==> src/rtl/sps_pkg.sv <==
package sps_pkg;
  localparam int PH_W  = 4;   // setup, hold and turnaround fields
  localparam int DL_W  = 8;   // data phase field
  localparam int CNT_W = DL_W;

  typedef enum logic [2:0] {
    ST_IDLE,
    ST_ASET,
    ST_AHLD,
    ST_DATA,
    ST_TURN
  } sps_state_e;

  typedef struct packed {
    logic [PH_W-1:0] aset;
    logic [PH_W-1:0] ahld;
    logic [DL_W-1:0] dlen;
    logic [PH_W-1:0] turn;
    logic            mux;
    logic            wr_en;
    logic [1:0]      width;
    logic            wait_en;
    logic            wait_pol;
  } sps_cfg_t;
endpackage

==> src/rtl/sps_wait_sync.sv <==
module sps_wait_sync #(
  parameter int STAGES = 2
) (
  input  logic clk_i,
  input  logic rst_ni,
  input  logic wait_i,
  input  logic en_i,
  input  logic pol_i,
  output logic act_o
);
  logic [STAGES-1:0] sync_q;

  always_ff @(posedge clk_i or negedge rst_ni) begin
    if (!rst_ni) sync_q <= '0;
    else         sync_q <= {sync_q[STAGES-2:0], wait_i};
  end

  assign act_o = en_i & (sync_q[STAGES-1] == pol_i);
endmodule

==> src/rtl/sps_lane_mask.sv <==
module sps_lane_mask #(
  parameter int DATA_W = 32
) (
  input  logic [1:0]        width_i,
  output logic [DATA_W-1:0] mask_o
);
  localparam int LANES = DATA_W / 8;

  for (genvar l = 0; l < LANES; l++) begin : g_lane
    logic on;
    always_comb begin
      unique case (width_i)
        2'd0:    on = (l == 0);
        2'd1:    on = (l < 2);
        default: on = 1'b1;
      endcase
    end
    assign mask_o[l*8 +: 8] = {8{on}};
  end
endmodule

==> src/rtl/sps_fsm.sv <==
module sps_fsm
  import sps_pkg::*;
(
  input  logic       clk_i,
  input  logic       rst_ni,
  input  logic       req_i,
  input  sps_cfg_t   cfg_i,
  input  logic       wait_act_i,
  output logic       accept_o,
  output sps_state_e state_o,
  output sps_cfg_t   cfg_q_o,
  output logic       last_data_o,
  output logic       done_o
);
  sps_state_e       st_q, nxt_st;
  logic [CNT_W-1:0] cnt_q, nxt_cnt;
  sps_cfg_t         cfg_q;
  logic             done_q, done_d;

  function automatic logic [CNT_W-1:0] hold_ld(sps_cfg_t c);
    return (c.ahld == '0) ? '0 : CNT_W'(c.ahld) - 1'b1;
  endfunction

  function automatic logic [CNT_W-1:0] data_ld(sps_cfg_t c);
    return (c.dlen == '0) ? '0 : CNT_W'(c.dlen) - 1'b1;
  endfunction

  assign accept_o    = (st_q == ST_IDLE) && req_i;
  assign last_data_o = (st_q == ST_DATA) && (cnt_q == '0) && !wait_act_i;

  always_comb begin
    nxt_st  = st_q;
    nxt_cnt = cnt_q;
    done_d  = 1'b0;
    if (st_q != ST_IDLE && cnt_q != '0) nxt_cnt = cnt_q - 1'b1;
    unique case (st_q)
      ST_IDLE: if (req_i) begin
        if (cfg_i.aset != '0) begin
          nxt_st  = ST_ASET;
          nxt_cnt = CNT_W'(cfg_i.aset) - 1'b1;
        end else if (cfg_i.mux) begin
          nxt_st  = ST_AHLD;
          nxt_cnt = hold_ld(cfg_i);
        end else begin
          nxt_st  = ST_DATA;
          nxt_cnt = data_ld(cfg_i);
        end
      end
      ST_ASET: if (cnt_q == '0) begin
        if (cfg_q.mux) begin
          nxt_st  = ST_AHLD;
          nxt_cnt = hold_ld(cfg_q);
        end else begin
          nxt_st  = ST_DATA;
          nxt_cnt = data_ld(cfg_q);
        end
      end
      ST_AHLD: if (cnt_q == '0) begin
        nxt_st  = ST_DATA;
        nxt_cnt = data_ld(cfg_q);
      end
      ST_DATA: if (last_data_o) begin
        if (cfg_q.turn != '0) begin
          nxt_st  = ST_TURN;
          nxt_cnt = CNT_W'(cfg_q.turn) - 1'b1;
        end else begin
          nxt_st = ST_IDLE;
          done_d = 1'b1;
        end
      end
      ST_TURN: if (cnt_q == '0) begin
        nxt_st = ST_IDLE;
        done_d = 1'b1;
      end
      default: nxt_st = ST_IDLE;
    endcase
  end

  always_ff @(posedge clk_i or negedge rst_ni) begin
    if (!rst_ni) begin
      st_q   <= ST_IDLE;
      cnt_q  <= '0;
      cfg_q  <= '0;
      done_q <= 1'b0;
    end else begin
      st_q   <= nxt_st;
      cnt_q  <= nxt_cnt;
      done_q <= done_d;
      if (accept_o) cfg_q <= cfg_i;
    end
  end

  assign state_o = st_q;
  assign cfg_q_o = cfg_q;
  assign done_o  = done_q;
endmodule

==> src/rtl/sram_phase_seq.sv <==
module sram_phase_seq
  import sps_pkg::*;
#(
  parameter int ADDR_W = 24,
  parameter int DATA_W = 32
) (
  input  logic              clk_i,
  input  logic              rst_ni,
  input  logic              req_i,
  input  logic              we_i,
  input  logic [ADDR_W-1:0] addr_i,
  input  logic [DATA_W-1:0] wdata_i,
  output logic [DATA_W-1:0] rdata_o,
  output logic              done_o,
  output logic              err_o,
  input  logic [PH_W-1:0]   cfg_addr_setup_i,
  input  logic [PH_W-1:0]   cfg_addr_hold_i,
  input  logic [DL_W-1:0]   cfg_data_len_i,
  input  logic [PH_W-1:0]   cfg_turn_i,
  input  logic              cfg_mux_i,
  input  logic              cfg_wr_en_i,
  input  logic [1:0]        cfg_width_i,
  input  logic              cfg_wait_en_i,
  input  logic              cfg_wait_pol_i,
  output logic              mem_cs_no,
  output logic              mem_oe_no,
  output logic              mem_we_no,
  output logic              mem_adv_no,
  output logic [ADDR_W-1:0] mem_addr_o,
  output logic [DATA_W-1:0] mem_dq_o,
  output logic              mem_dq_oe_o,
  input  logic [DATA_W-1:0] mem_dq_i,
  input  logic              mem_wait_i
);
  sps_cfg_t          cfg_in, cfg_q;
  sps_state_e        st;
  logic              accept, last_data, done, wait_act;
  logic [ADDR_W-1:0] addr_q;
  logic [DATA_W-1:0] wdata_q, rdata_q, mask;
  logic              we_q, err_q;
  logic              wr_ok, addr_ph, data_ph;

  assign cfg_in = '{aset:     cfg_addr_setup_i,
                    ahld:     cfg_addr_hold_i,
                    dlen:     cfg_data_len_i,
                    turn:     cfg_turn_i,
                    mux:      cfg_mux_i,
                    wr_en:    cfg_wr_en_i,
                    width:    cfg_width_i,
                    wait_en:  cfg_wait_en_i,
                    wait_pol: cfg_wait_pol_i};

  sps_fsm u_fsm (
    .clk_i       (clk_i),
    .rst_ni      (rst_ni),
    .req_i       (req_i),
    .cfg_i       (cfg_in),
    .wait_act_i  (wait_act),
    .accept_o    (accept),
    .state_o     (st),
    .cfg_q_o     (cfg_q),
    .last_data_o (last_data),
    .done_o      (done)
  );

  sps_wait_sync #(.STAGES(2)) u_wait (
    .clk_i  (clk_i),
    .rst_ni (rst_ni),
    .wait_i (mem_wait_i),
    .en_i   (cfg_q.wait_en),
    .pol_i  (cfg_q.wait_pol),
    .act_o  (wait_act)
  );

  sps_lane_mask #(.DATA_W(DATA_W)) u_mask (
    .width_i (cfg_q.width),
    .mask_o  (mask)
  );

  always_ff @(posedge clk_i or negedge rst_ni) begin
    if (!rst_ni) begin
      addr_q  <= '0;
      wdata_q <= '0;
      we_q    <= 1'b0;
      rdata_q <= '0;
      err_q   <= 1'b0;
    end else begin
      if (accept) begin
        addr_q  <= addr_i;
        wdata_q <= wdata_i;
        we_q    <= we_i;
      end
      if (last_data && !we_q) rdata_q <= mem_dq_i & mask;
      // error flag shares the cycle of the done pulse
      err_q <= last_data && (cfg_q.turn == '0) && we_q && !cfg_q.wr_en ||
               (st == ST_TURN && !done && err_pend);
    end
  end

  // blocked-write marker carried through the turnaround gap
  logic err_pend;
  always_ff @(posedge clk_i or negedge rst_ni) begin
    if (!rst_ni)     err_pend <= 1'b0;
    else if (accept) err_pend <= we_i && !cfg_wr_en_i;
  end

  assign wr_ok   = we_q && cfg_q.wr_en;
  assign addr_ph = (st == ST_ASET) || (st == ST_AHLD);
  assign data_ph = (st == ST_DATA);

  always_comb begin
    mem_dq_o    = '0;
    mem_dq_oe_o = 1'b0;
    if (addr_ph && cfg_q.mux) begin
      mem_dq_o    = DATA_W'(addr_q) & mask;
      mem_dq_oe_o = 1'b1;
    end else if (data_ph && wr_ok) begin
      mem_dq_o    = wdata_q & mask;
      mem_dq_oe_o = 1'b1;
    end
  end

  assign mem_cs_no  = !(addr_ph || data_ph);
  assign mem_oe_no  = !(data_ph && !we_q);
  assign mem_we_no  = !(data_ph && wr_ok);
  assign mem_adv_no = !(addr_ph && cfg_q.mux);
  assign mem_addr_o = addr_q;
  assign rdata_o    = rdata_q;
  assign done_o     = done;
  assign err_o      = err_q && done;
endmodule

==> config.mk <==
export PLATFORM = sky130hd
export DESIGN_NAME = sram_phase_seq
export DESIGN_NICKNAME = d
export VERILOG_FILES = /design/src/rtl/sps_pkg.sv /design/src/rtl/sps_wait_sync.sv /design/src/rtl/sps_lane_mask.sv /design/src/rtl/sps_fsm.sv /design/src/rtl/sram_phase_seq.sv
export SDC_FILE = /design/constraint.sdc
export NUM_CORES = 1
export LEC_CHECK = 0
export BUFFER_PORTS_ARGS = -buffer_cell sky130_fd_sc_hd__buf_2
export CORE_MARGIN = 2
export CORE_UTILIZATION = 51
export DETAILED_ROUTE_END_ITERATION = 12
export PLACE_DENSITY_LB_ADDON = 0.1
export SLEW_MARGIN = 20
export SYNTH_ARGS = -nofsm -noshare
export SYNTH_HDL_FRONTEND = slang
export SYNTH_SLANG_ARGS = --single-unit
==> constraint.sdc <==
create_clock -name clk_i -period 2.9 [get_ports clk_i]
set_input_delay 0.58 -clock clk_i [delete_from_list [all_inputs] [get_ports clk_i]]
set_output_delay 0.58 -clock clk_i [all_outputs]
set_load 0.02 [all_outputs]
==> summary.md, run 1 <==
| Metric | Value |
|---|---|
| Post-synth net total | `roughly 900` |
| Global-route wire length before repair | `28.3 mm` |
| Vias per std cell | `5.27` |
| Average wire per cell in the routed design | `15.6 um` |
| Final hold vios | `0` |
| DR iter-0 viols | `between 400 and 500` |
| Avg Cell Area, Syn | `8.33 sq um` |
| Sequential share of power | `36.1%` |
| Crit-path slowest cell | `dfrtp_1` |
| Logic pwr share | `39.9%` |
| N_diodes | `0` |
| Gr ovfl total | `0` |
| Crit path max-delay family | `simple AND/OR/NAND/NOR gates` |
| Leakage | `0.00429 uW` |
| HP Class | `in -> async` |
| Total wire length | `17.9 mm` |
| Final worst path period share | `94.9%` |
| Clk pwr share | `24.0%` |
| Area grow syn2layout | `29.5%` |
| Reg2Reg Capture Point | `rdata_o[3]$_DFFE_PN0P_` |
| Mapped cell area | `0.00631 sq mm` |
| Worst IR Drop VDD | `0.000588 V` |
| Clock sink count | `127` |
| Register area share after synthesis | `50.3%` |
| Maximum fanout along the worst path | `8` |
| TNS Setup | `0 ps` |
| HPWL after DPL | `12.9 mm` |
| DRT antenna net count | `0` |
| Max cap viols | `0` |
| Setup Buffers After CTS | `0` |
| Maximum clock path buffer count | `2` |
| GRT Total Usage | `27.3%` |
| Critical Path End Type | `output pin` |
| Worst slew pin tran | `805 ps` |
| Site Rows | `40` |
| Final instance area | `0.00817 sq mm` |
| CTS tree | `done` |
| Endpoints failing setup | `0` |
| Dpl ws | `between 300 and 400 ps` |
| Ys async rst share | `100%` |
| Initial DRT Pass Iterations | `5` |
| Post-synth cell types | `52` |
| Core Box Area | `0.0121 sq mm` |
| Placed Area | `0.00760 sq mm` |
| Root buffer cell | `clkbuf_16` |
| Initial core utilization | `52.3%` |
| Die area | `approximately 0.013 sq mm` |
| R2R setup slack | `540 ps` |
| Pin count of the biggest net entering global routing | `77` |
| Worst Path Arrival | `2170 ps` |
| Initial antenna violation count | `0` |
| Count of final max-slew check failures | `0` |
| Post-Syn Instances | `approximately 760` |
| RR Startpoint | `u_fsm.cnt_q[0]$_DFF_PN0_` |
| Fin crit period | `2750 ps` |
| Layout cell share with drive strength beyond 1 | `29.0%` |
| Worst EP required | `2320 ps` |
| Unrepaired setup endpoints after global routing | `no` |
| Startpoint Class | `flip-flop` |
| Post-synth EDFFs | `0` |
| Die H | `115 um` |
| Reg clk slew, reported paths | `60 ps` |
| IO Count | `between 200 and 250` |
| Total power | `8580 uW` |
| Port bufs | `about 210` |
| Vias | `6059` |
| R2R cell count | `7` |
| Clock latency on the worst-skew pair | `420 ps` |
| Slew HR | `46.3%` |
| CTS Buf Count | `17` |
| Net Sw Frac | `40.8%` |
| Register bit total from synthesis | `127` |
| Status | `finished, final reports clean` |
| Worst-path cell chain | `inv_1 > and3_1 > clkinv_1 > o21ai_1 > nand2_1 > a21oi_1 > buf_2` |
| Pint | `roughly 5000 uW` |
| Die Span X | `approximately 120 um` |
| DRC | `0` |
| Final net count | `1096` |
| Pwr dens | `1050 mW/mm^2` |
| Ys flop type | `dfrtp_1` |
| Bufs and invs on worst path | `3` |
| Vias in the first global route | `~5.8k` |
| Yosys warns | `0` |
| Peak Freq | `0.363 GHz` |
| Final Wtd Congestion | `0.878` |
| Setup ws final | `between 100 and 150 ps` |
| Kind of critical path | `reg -> out` |
| Worst stage delay on the critical path | `380 ps` |
| H-tree depth | `4` |
| Clock Skew | `7.49 ps` |
| Sw power | `3500 uW` |
## placed cells by master, fill, tap and decap left out, types with 7 or more instances in the layout
cell / netlist / routed
buf_4: 1 / 17
a21oi_1: 36 / 36
xnor2_1: 12 / 12
buf_2: 1 / 212
dfrtp_1: 127 / 127
nand2_1: 328 / 327
a22o_1: 8 / 8
nor3b_1: 7 / 7
mux2_2: 8 / 8
inv_1: 19 / 19
nor2_1: 21 / 21
ha_1: 8 / 8
nor3_1: 12 / 12
clkbuf_16: 0 / 17
o21ai_0: 40 / 39
xor2_1: 11 / 11
and3_1: 12 / 12
nand3b_1: 7 / 7
## timing repair
item	CTS	global route
gates resized for setup	0	1
endpoints found under the setup margin	0	16
hold buffers	0	0
## registers in the layout, summed over array words and instances, names as in the netlist
signal and count:
u_wait.sync_q 2, err_pend 1, u_fsm.cnt_q 8, u_fsm.cfg_q_o 22, u_fsm.done_o 1, rdata_o 32
wdata_q 32, u_fsm.state_o 3, mem_addr_o 24, we_q 1, err_q 1
## cell usage after synthesis, types with 2 or more instances
cell type	count	share of area (%)
or3_1	3	0.30
o21ai_0	40	3.2
or2_2	4	0.40
nand4_1	4	0.40
o22ai_1	2	0.20
and3_1	12	1.2
nand3b_1	7	0.83
nand2_1	328	20
o221ai_1	4	0.55
xnor2_1	12	1.7
or3b_2	2	0.28
clkbuf_1	30	1.8
nand3_1	4	0.32
nor4b_1	2	0.28
a2bb2oi_1	2	0.28
inv_1	19	1.1
a21oi_1	36	2.9
nor3b_1	7	0.83
buf_1	6	0.36
mux2_2	8	1.4
o32ai_1	2	0.28
xor2_1	11	1.5
ha_1	8	1.6
and2_1	3	0.30
nor3_1	12	0.95
nor4_1	5	0.50
a311o_1	3	0.48
nor2_1	21	1.2
dfrtp_1	127	50
or4_4	2	0.36
a22o_1	8	1.1
o22a_1	2	0.28
or4_1	3	0.36
## worst max path at each step
stage | startpoint | end | slack, ps | depth (start not counted)
2_1_floorplan | u_fsm.state_o[0]$_DFFE_PN0P_ | mem_dq_o[10] | 60 | 8
3_3_place_gp | cfg_addr_setup_i[0] | u_fsm.cnt_q[1]$_DFF_PN0_ | 350 | 8
3_5_place_dp | cfg_addr_setup_i[0] | u_fsm.cnt_q[1]$_DFF_PN0_ | 310 | 8
4_1_cts | u_fsm.state_o[0]$_DFFE_PN0P_ | mem_dq_o[23] | 20 | 6
5_1_grt | u_fsm.state_o[0]$_DFFE_PN0P_ | mem_dq_o[19] | 20 | 6
6_report | u_fsm.state_o[2]$_DFFE_PN0P_ | mem_dq_o[23] | 150 | 7
## cells by family (layout without fill, tap and decap cells)
group	after synthesis	after routing	share of synthesized area, %
AO/OA/AOI/OAI	111	111	11.1
XOR/XNOR	23	23	3.19
buffers and inverters	59	282	3.71
flip-flops	127	127	50.3
adder cells (fa/ha/maj)	8	8	1.59
AND/OR/NAND/NOR	421	421	28.5
multiplexers	9	9	1.59
## worst register-to-register path, stage by stage, from the launching register on
cell and delay (ps):
dfrtp_1 410, inv_1 90, ha_1 150, or3b_2 470
nor2_1 350, nand3b_1 130, buf_4 300, mux2_2 340
## cell type report
class,instances,area (sq um)
Sequential cell,127,3180
Tap cell,168,210
Inverter,20,75.1
Multi-Input combinational cell,572,2910
Fill cell,1016,3890
Timing Repair Buffer,231,1230
Clock inverter,9,82.6
Clock buffer,22,494
## power groups by stage
stage          logic, uW  clock network [uW]  registers (uW)
2_1_floorplan       1910                   0            3410
3_3_place_gp        3330                   0            3070
3_5_place_dp        3420                   0            3110
4_1_cts             3430                2090            3090
5_1_grt             3780                2180            3200
6_report            3420                2060            3100
## layer usage
layer  GRT usage [%]  wire length (um)  vias to the layer above  share of wire (%)
met2            44.9              8690                      246                 49
met1            35.4              7470                     2866                 42
li1                -                 -                     2917                  -
met3            6.48              1360                       30                7.6
met4            10.0               355                        0                2.0
met5               0                 0                        -                  0
## through the flow
stage	util (%)	hold slack, ps	instances
finish	67.8	222	1149
global route	67.8	262	1149
CTS	67.8	261	1149
detailed placement	63.0	354	1118
global placement	63.0	349	1118
floorplan	-	284	758
Note: power is estimated with default switching activity, not from simulation.
==> inputs of run 2 (changes only) <==
- CORE_UTILIZATION: 51 -> 55
- clock period: 2.9 -> 3.6 ns (I/O delays scaled with it)
==> run 2 against run 1 <==
Effect of this change:
- cell count shrank 2.7%
- sequential share of layout area increased by 0.24 points
- count of clock-buffer cells in the layout fell by 3
- first-iteration DRC count increased by 16%
- sequential cell count unchanged
- largest power group unchanged
- combinational power down 22%
- global-route usage up 0.70 points
- via count is 1.7% lower
- clock skew down 1.5 ps
- core utilization is 4.0 points higher
==> summary.md, run 2 (synthesized netlist as in run 1, its figures left out) <==
| Metric | Value |
|---|---|
| CTS Buf Count | `17` |
| GRT Total Usage | `28.1%` |
| Setup Buffers After CTS | `0` |
| Critical Path End Type | `output pin` |
| HP Class | `in -> async` |
| Most Used Layer, Global Route | `met2` |
| Total power | `around 7000 uW` |
| Worst slew pin tran | `874 ps` |
| Hold buffer count at cts | `0` |
| HPWL after DPL | `12.2 mm` |
| Port bufs | `213` |
| Initial core utilization | `55.8%` |
| Endpoints failing setup | `0` |
| Kind of critical path | `reg -> out` |
| Final worst path period share | `a little over nine tenths` |
| Post-CTS sizing | `0` |
| Startpoint Class | `flip-flop` |
| Initial DRT Pass Iterations | `5` |
| Vias in the first global route | `roughly 5.8k` |
| CTS tree | `done` |
| Leakage | `0.00426 uW` |
| Root buffer cell | `clkbuf_16` |
| R2R setup slack | `between 1000 and 1500 ps` |
| Site Rows | `39` |
| Reg2Reg Capture Point | `u_fsm.cnt_q[6]$_DFF_PN0_` |
| Final hold vios | `0` |
| Vias per std cell | `5.32` |
| DR iter-0 viols | `466` |
| Fin crit period | `3370 ps` |
| Core Box Area | `0.0113 sq mm` |
| Max cap viols | `0` |
| TNS Setup | `0 ps` |
| Unrepaired setup endpoints after global routing | `no` |
| RR Startpoint | `u_fsm.cnt_q[0]$_DFF_PN0_` |
| Slew HR | `41.2%` |
| Clock sink count | `approximately 130` |
| R2R cell count | `7` |
| Area grow syn2layout | `28.7%` |
| IO Count | `214` |
| Initial antenna violation count | `0` |
| Worst IR Drop VDD | `0.000535 V` |
| Die H | `111 um` |
| Die area | `0.0124 sq mm` |
| Total wire length | `17.0 mm` |
| Commonest non-fill, non-tap cell in the layout | `nand2_1` |
| Pwr dens | `863 mW/mm^2` |
| DRT antenna net count | `0` |
| Filler cell count | `just under 900` |
| Pint | `about 4200 uW` |
| Status | `finished, final reports clean` |
| Origin of the worst setup path | `u_fsm.state_o[0]$_DFFE_PN0P_` |
| Die Span X | `111 um` |
| Gr ovfl total | `0` |
| Vias | `5953` |
| Final net count | `approximately 1.1k` |
| GR met1 Demand/Resource | `36.5%` |
| Logic pwr share | `37.9%` |
| Net Sw Frac | `between 30% and 40%` |
| DRC | `0` |
| Clk pwr share | `25.9%` |
| Clock latency on the worst-skew pair | `around 420 ps` |
| Maximum fanout along the worst path | `18` |
| Met2 GRT Util | `45.0%` |
| Reg clk slew, reported paths | `roughly 60 ps` |
| Peak Freq | `0.297 GHz` |
| Final Wtd Congestion | `about 0.96` |
| Clock Skew | `6.02 ps` |
| Count of final max-slew check failures | `0` |
| Sw power | `2800 uW` |
| Met3 Use GR | `6.89%` |
| Layout cell share with drive strength beyond 1 | `28.3%` |
| Worst EP required | `about 2900 ps` |
| Sequential share of power | `~36%` |
| H-tree depth | `4` |
| Worst Setup EP | `mem_dq_o[14]` |
| Pin count of the biggest net entering global routing | `128` |
| Global-route wire length before repair | `about 28 mm` |
| Most frequent cells in the layout | `nand2_1, buf_2, dfrtp_1` |
| Average wire per cell in the routed design | `15.2 um` |
| Worst Path Arrival | `2650 ps` |
| Maximum clock path buffer count | `2` |
## run 2: worst min-delay path by stage
stage / slack (ps) / startpoint / end
after floorplan: 330 / u_wait.sync_q[0]$_DFF_PN0_ / u_wait.sync_q[1]$_DFF_PN0_
after global placement: 350 / u_wait.sync_q[0]$_DFF_PN0_ / u_wait.sync_q[1]$_DFF_PN0_
after detailed placement: 340 / u_wait.sync_q[0]$_DFF_PN0_ / u_wait.sync_q[1]$_DFF_PN0_
after CTS: 360 / u_wait.sync_q[0]$_DFF_PN0_ / u_wait.sync_q[1]$_DFF_PN0_
after global routing: 370 / u_wait.sync_q[0]$_DFF_PN0_ / u_wait.sync_q[1]$_DFF_PN0_
final: 350 / rst_ni / u_fsm.cfg_q_o[13]$_DFFE_PN0P_
## run 2: critical path, stage by stage, from the launching register on
cell,delay (ps)
dfrtp_1,660
xor2_1,200
and3_1,220
clkinv_1,70
buf_4,190
o21ai_0,190
nand2_1,290
a21oi_1,230
buf_2,190
## run 2: area by class of cell
cell class	instances	area, sq um	share of cell area, %
Sequential cell	127	3180	39.1
Multi-Input combinational cell	572	2910	35.8
Inverter	20	75.1	0.924
Clock inverter	13	185	2.28
Antenna cell	1	2.50	0.0308
Timing Repair Buffer	223	1160	14.2
Clock buffer	19	443	5.45
Tap cell	143	179	2.20
## run 2: stage by stage
step	cells	area, sq um	utilization [%]	setup slack, ps	hold slack [ps]
3_3_place_gp	1085	7490	66.2	855	348
5_1_grt	1117	8120	71.7	48.9	367
4_1_cts	1117	8120	71.7	231	360
6_report	1118	8120	71.8	228	354
3_5_place_dp	1085	7490	66.2	721	337
2_1_floorplan	758	6310	-	623	331
## run 2: layer usage
| layer | part of all wire [%] | vias to the layer above | routed length (um) |
|---|---|---|---|
| li1 | - | 2902 | - |
| met1 | 42 | 2764 | 7190 |
| met2 | 48 | 244 | 8180 |
| met3 | 7.0 | 43 | 1180 |
| met4 | 2.6 | 0 | 442 |
| met5 | 0 | - | 0 |
## run 2: power groups by stage
stage / Clock, uW / Sequential (uW) / Combinational [uW]
detailed placement: 0 / 2540 / 2660
floorplan: 0 / 2740 / 1540
CTS: 1840 / 2530 / 2670
global route: 1910 / 2630 / 2960
finish: 1820 / 2540 / 2660
global placement: 0 / 2520 / 2600
